**config.mk**
```make
export PLATFORM = sky130hd
export DESIGN_NAME = lpf_decim
export DESIGN_NICKNAME = d
export VERILOG_FILES = /design/src/rtl/lpf_decim_pkg.sv /design/src/rtl/lpf_stage.sv /design/src/rtl/lpf_decimator.sv /design/src/rtl/lpf_decim.sv
export SDC_FILE = /design/constraint.sdc
export NUM_CORES = 1
export LEC_CHECK = 0
export BUFFER_PORTS_ARGS = -buffer_cell sky130_fd_sc_hd__buf_2
export CORE_ASPECT_RATIO = 0.5
export CORE_MARGIN = 8
export CORE_UTILIZATION = 54
export DETAILED_ROUTE_END_ITERATION = 10
export PLACE_DENSITY = 0.68
export SYNTH_ARGS = -nofsm -noshare
export SYNTH_HDL_FRONTEND = slang
export SYNTH_SLANG_ARGS = --single-unit
```
**constraint.sdc**
```tcl
create_clock -name clk_i -period 11.1 [get_ports clk_i]
set_clock_uncertainty 0.05 [all_clocks]
set_input_delay 2.22 -clock clk_i [delete_from_list [all_inputs] [get_ports clk_i]]
set_output_delay 2.22 -clock clk_i [all_outputs]
set_load 0.05 [all_outputs]
```
**src/rtl/lpf_decim_pkg.sv**
```systemverilog
package lpf_decim_pkg;
  function automatic int state_width(input int in_w, input int guard_w);
    return in_w + guard_w;
  endfunction
endpackage

```
**src/rtl/lpf_stage.sv**
```systemverilog
module lpf_stage #(
  parameter int STATE_W = 24,
  parameter int SHIFT   = 4
) (
  input  logic               clk_i,
  input  logic               rst_ni,
  input  logic               en_i,
  input  logic [STATE_W-1:0] x_i,
  output logic [STATE_W-1:0] y_o
);
  localparam int EXT_W = STATE_W + 1;

  logic [STATE_W-1:0] y_q;
  logic signed [EXT_W-1:0] diff, step, sum;

  // one extra bit keeps x - y from wrapping on full-scale swings
  always_comb begin
    diff = $signed({x_i[STATE_W-1], x_i}) - $signed({y_q[STATE_W-1], y_q});
    step = diff >>> SHIFT;
    sum  = $signed({y_q[STATE_W-1], y_q}) + step;
  end

  always_ff @(posedge clk_i or negedge rst_ni) begin
    if (!rst_ni)   y_q <= '0;
    else if (en_i) y_q <= sum[STATE_W-1:0];
  end

  assign y_o = y_q;
endmodule

```
**src/rtl/lpf_decimator.sv**
```systemverilog
module lpf_decimator #(
  parameter int W = 24
) (
  input  logic         clk_i,
  input  logic         rst_ni,
  input  logic         tick_i,
  input  logic [W-1:0] d_i,
  output logic         valid_o,
  output logic [W-1:0] q_o
);
  always_ff @(posedge clk_i or negedge rst_ni) begin
    if (!rst_ni) begin
      valid_o <= 1'b0;
      q_o     <= '0;
    end else begin
      valid_o <= tick_i;
      if (tick_i) q_o <= d_i;
    end
  end
endmodule

```
**src/rtl/lpf_decim.sv**
```systemverilog
module lpf_decim #(
  parameter int IN_W    = 16,
  parameter int GUARD_W = 8,
  parameter int SHIFT   = 4,
  parameter int STAGES  = 4
) (
  input  logic                    clk_i,
  input  logic                    rst_ni,
  input  logic                    in_valid_i,
  input  logic [IN_W-1:0]         in_data_i,
  input  logic                    tick_i,
  output logic                    out_valid_o,
  output logic [IN_W+GUARD_W-1:0] out_data_o
);
  localparam int STATE_W = lpf_decim_pkg::state_width(IN_W, GUARD_W);

  logic [STATE_W-1:0] tap [STAGES+1];
  logic [STATE_W-1:0] tail_w;

  assign tap[0] = {in_data_i, {GUARD_W{1'b0}}};

  for (genvar s = 0; s < STAGES; s++) begin : g_stage
    lpf_stage #(.STATE_W(STATE_W), .SHIFT(SHIFT)) u_stage (
      .clk_i (clk_i),
      .rst_ni(rst_ni),
      .en_i  (in_valid_i),
      .x_i   (tap[s]),
      .y_o   (tap[s+1])
    );
  end

  assign tail_w = tap[STAGES];

  lpf_decimator #(.W(STATE_W)) u_decim (
    .clk_i  (clk_i),
    .rst_ni (rst_ni),
    .tick_i (tick_i),
    .d_i    (tail_w),
    .valid_o(out_valid_o),
    .q_o    (out_data_o)
  );
endmodule

```
==> flow_summary_export.csv <==
group,metric,value,unit
route,wl,25500,um
worst_setup_path,worst_r2r_path_depth,24,
worst_setup_path,cp_slowest_stage_delay,410,ps
worst_setup_path,setup.worst_path.start_class,"input port",
layout,finish.instance_area,0.0128,mm^2
worst_setup_path,critPathTopFamily,"compound AO/OA/AOI/OAI gates",
synthesis,total_of_warnings_raised_by_yosys,0,
job,timing.max_cap.violations,0,
layout,drive_gt1_frac,0.0827,
floorplan,die_width,224,um
route,firstDrtPassIters,4,
clock_tree,clk_root_buffer_cell,"clkbuf_16",
timing,setup_viol,0,
worst_setup_path,cp-end-kind,"flop",
worst_setup_path,regToRegStartpoint,"g_stage[2].u_stage.y_o[1]$_DFFE_PN0P_",
floorplan,std_cell_rows,38,
layout,finish.net_count,1622,
clock_tree,cts-hold-fix-buffers,0,
worst_setup_path,path_common_cell,"a21o_1",
global_routing,global_route.usage.met1,0.277,
floorplan,coreArea,0.0214,mm^2
timing,fin_crit_sh,0.528,
clock_tree,cts_resized,0,
floorplan,floorplan.initialDensity,0.544,
floorplan,floorplan_die_area,0.0268,mm^2
timing,final.min_clock_period,5860,ps
placed_design,placed_standard_cell_area,0.0122,mm^2
clock_tree,worst_skew_pair.late_latency,430,ps
clock_tree,cts.repair_timing.setup_buffer_count,0,
worst_setup_path,worstPathCellList,"buf_2 -> ha_1 -> a21o_1 -> a21oi_1 -> and3_4 -> o31ai_4 -> and2_4 -> a311o_2 -> a41o_2 -> o21a_1 -> nor2_1 -> xnor2_1 -> ha_1 -> a21o_1 -> a21o_1 -> a21o_1 -> a21oi_1 -> and3_1 -> o21ai_1 -> xnor2_1",
timing,fin_setup_tns,0,ps
synthesis,number_of_enable_flip_flop_cells_after_synthesis,0,
layout,final_cell_mix,"ha_1, dfrtp_1, inv_1",
global_routing,grt_overflow,0,
clock_tree,worst_setup_hold_path_clk_slew,60,ps
hold_path,min_to,"g_stage[3].u_stage.y_o[23]$_DFFE_PN0P_",
route,wire_per_inst,14.8,um
synthesis,postSynth.asyncResetShare,1.00,
timing,tightest_slew,853,ps
worst_setup_path,worstPathMaxFanout,5,
synthesis,yosysUniqueCellTypes,63,
global_routing,grt_start_max_net_pins,85,
clock_tree,cts_sinks,121,
synthesis,ys_ff_latch,121,
worst_setup_path,reg2reg_setup_slack,5440,ps
placed_design,routabilityCongestion,0.895,
global_routing,grt_met3_usage,0.0387,
route,first_iter_violations,554,
hold_path,holdCritStartpoint,"g_stage[3].u_stage.y_o[23]$_DFFE_PN0P_",
hold_path,number_of_stages_on_the_worst_hold_path,1,
layout,antennaDiodeCount,0,
worst_setup_path,critPathSlowestCell,"a311o_2",
timing,max_slew_margin,0.424,
floorplan,dieHeight,120,um
route,drc,0,
worst_setup_path,critPathArrivalTime,6120,ps
status,run_status,"completed",
timing,rsz0062_at_grt,"no",
synthesis,seq_area_frac_synth,0.260,
clock_tree,cts_buffer_depth,2,
timing,report.final.hold_viol_count,0,
clock_tree,tritoncts,"built",
worst_setup_path,timing.rr.end,"g_stage[2].u_stage.y_o[20]$_DFFE_PN0P_",
worst_setup_path,critPathBufInv,1,
global_routing,grt_busiest_layer,"met2",
synthesis,synthesis.area_per_instance,8.50,um^2
global_routing,vias_in_the_first_global_route,9272,
synthesis,syn_nets,1579,
clock_tree,cts_max_level,4,
global_routing,grt_first_pass_wirelength,43800,um
global_routing,grtUsageMet2,0.299,
worst_setup_path,timing_worst_setup_path_type,"in2reg",
synthesis,synthesis.area,0.0117,mm^2
clock_tree,cts_buffers,17,
layout,area_growth_from_synthesis_to_layout,9.72,%
timing,final-max-slew-violation-count,0,
synthesis,postSynthCellCount,1372,
timing,timing.fmax,171,MHz
global_routing,grt_util_all_layers,0.194,
placed_design,place.detailed.hpwl,20300,um
layout,most_common_cell_after_layout_fill_and_taps_aside,"ha_1",
hold_path,hp-class,"reg2reg",
route,drt-vias-per-instance,5.65,
synthesis,synth_flop_cell,"dfrtp_1",
global_routing,number_of_antenna_violations_at_the_first_check_in_global_routing,0,
floorplan,ios,45,
route,postRouteAntennaNets,0,
placed_design,portBuffers,44,
route,dr_total_vias,9759,
worst_setup_path,critPathRequiredTime,11360,ps
-- worst max-delay path by stage --
| stage | startpoint | end | slack [ps] | cells after the start |
|---|---|---|---|---|
| 5_1_grt | g_stage[1].u_stage.y_o[2]$_DFFE_PN0P_ | g_stage[1].u_stage.y_o[23]$_DFFE_PN0P_ | 5010 | 25 |
| 2_1_floorplan | in_data_i[1] | g_stage[0].u_stage.y_o[23]$_DFFE_PN0P_ | 5170 | 19 |
| 4_1_cts | in_data_i[1] | g_stage[0].u_stage.y_o[23]$_DFFE_PN0P_ | 5260 | 20 |
| 3_3_place_gp | in_data_i[1] | g_stage[0].u_stage.y_o[23]$_DFFE_PN0P_ | 4900 | 20 |
| 6_report | in_data_i[1] | g_stage[0].u_stage.y_o[23]$_DFFE_PN0P_ | 5240 | 20 |
| 3_5_place_dp | in_data_i[1] | g_stage[0].u_stage.y_o[23]$_DFFE_PN0P_ | 4810 | 20 |
-- area by class of cell --
type / instances / area (um^2)
inverter: 116 / 435
sequential: 121 / 3030
clock buffer: 22 / 454
tap: 300 / 375
multi-input combinational: 1113 / 8120
fill: 1869 / 8650
clock inverter: 9 / 148
timing repair buffer: 46 / 240
-- cells by family after synthesis --
group / Yosys count / share of synthesized area
flops: 121 / 0.260
simple gates: 366 / 0.147
compound gates: 381 / 0.203
fa+ha+maj: 187 / 0.203
xor+xnor: 133 / 0.0999
mux: 46 / 0.0431
buf+inv: 138 / 0.0445
-- worst register-to-register path, stage by stage (launching register included) --
cell	delay, ps
dfrtp_1	440
inv_1	110
ha_1	280
nand2_1	50
o21ai_1	180
a41oi_1	230
a211oi_1	370
o21a_1	200
o21a_1	170
o21ai_1	80
a21boi_1	240
o21a_1	170
nor2_1	60
ha_1	350
a21o_1	190
a21o_1	170
a21oi_1	270
nor2b_1	180
o21ai_1	90
a2111oi_0	620
nor3_1	200
or3_1	390
a21oi_1	180
xor2_1	160
mux2i_1	90
-- per-stage QoR --
step / setup slack [ps] / instances / utilization / hold WS [ps]
global placement: 4900 / 1696 / 0.569 / 431
finish: 5240 / 1727 / 0.597 / 441
CTS: 5260 / 1727 / 0.597 / 450
detailed placement: 4810 / 1696 / 0.569 / 439
global route: 5010 / 1727 / 0.597 / 463
floorplan: 5170 / 1372 / - / 412
-- cell usage after synthesis, drive strengths merged (2+ instances only) --
cell / instances / share of area
a2111o: 3 / 0.0029
a211o: 4 / 0.0030
a211oi: 14 / 0.0090
a21boi: 4 / 0.0026
a21o: 48 / 0.031
a21oi: 105 / 0.045
a221oi: 3 / 0.0023
a31oi: 12 / 0.0064
a41o: 2 / 0.0018
a41oi: 5 / 0.0038
and2: 7 / 0.0040
and3: 8 / 0.0047
buf: 4 / 0.0014
clkbuf: 18 / 0.0058
dfrtp: 121 / 0.26
fa: 4 / 0.0069
ha: 183 / 0.20
inv: 116 / 0.037
mux2: 34 / 0.033
mux2i: 12 / 0.010
nand2: 108 / 0.035
nand2b: 13 / 0.0070
nand3: 26 / 0.011
nand4: 10 / 0.0054
nor2: 107 / 0.034
nor2b: 21 / 0.011
nor3: 32 / 0.014
nor3b: 3 / 0.0019
nor4: 4 / 0.0021
o2111ai: 2 / 0.0015
o211ai: 3 / 0.0019
o21a: 25 / 0.016
o21ai: 117 / 0.051
o21bai: 13 / 0.0084
o22ai: 3 / 0.0016
o31a: 2 / 0.0015
o31ai: 6 / 0.0050
o41ai: 2 / 0.0015
or2: 2 / 0.0011
or3: 16 / 0.0086
or4: 6 / 0.0042
xnor2: 97 / 0.073
xor2: 36 / 0.027
-- layer usage --
metal / share of wire / wire length (um)
met5: 0 / 0
met4: 0.0069 / 176
met3: 0.042 / 1080
met2: 0.43 / 11000
met1: 0.52 / 13200
-- state kept, by name (all words and copies together) (netlist names) --
| signal | count |
|---|---|
| g_stage.u_stage.y_o | 96 |
| u_decim.q_o | 24 |
| u_decim.valid_o | 1 |
Power is not shown: default switching activity piles up to over one toggle a cycle in this logic, so the estimate is an artifact.
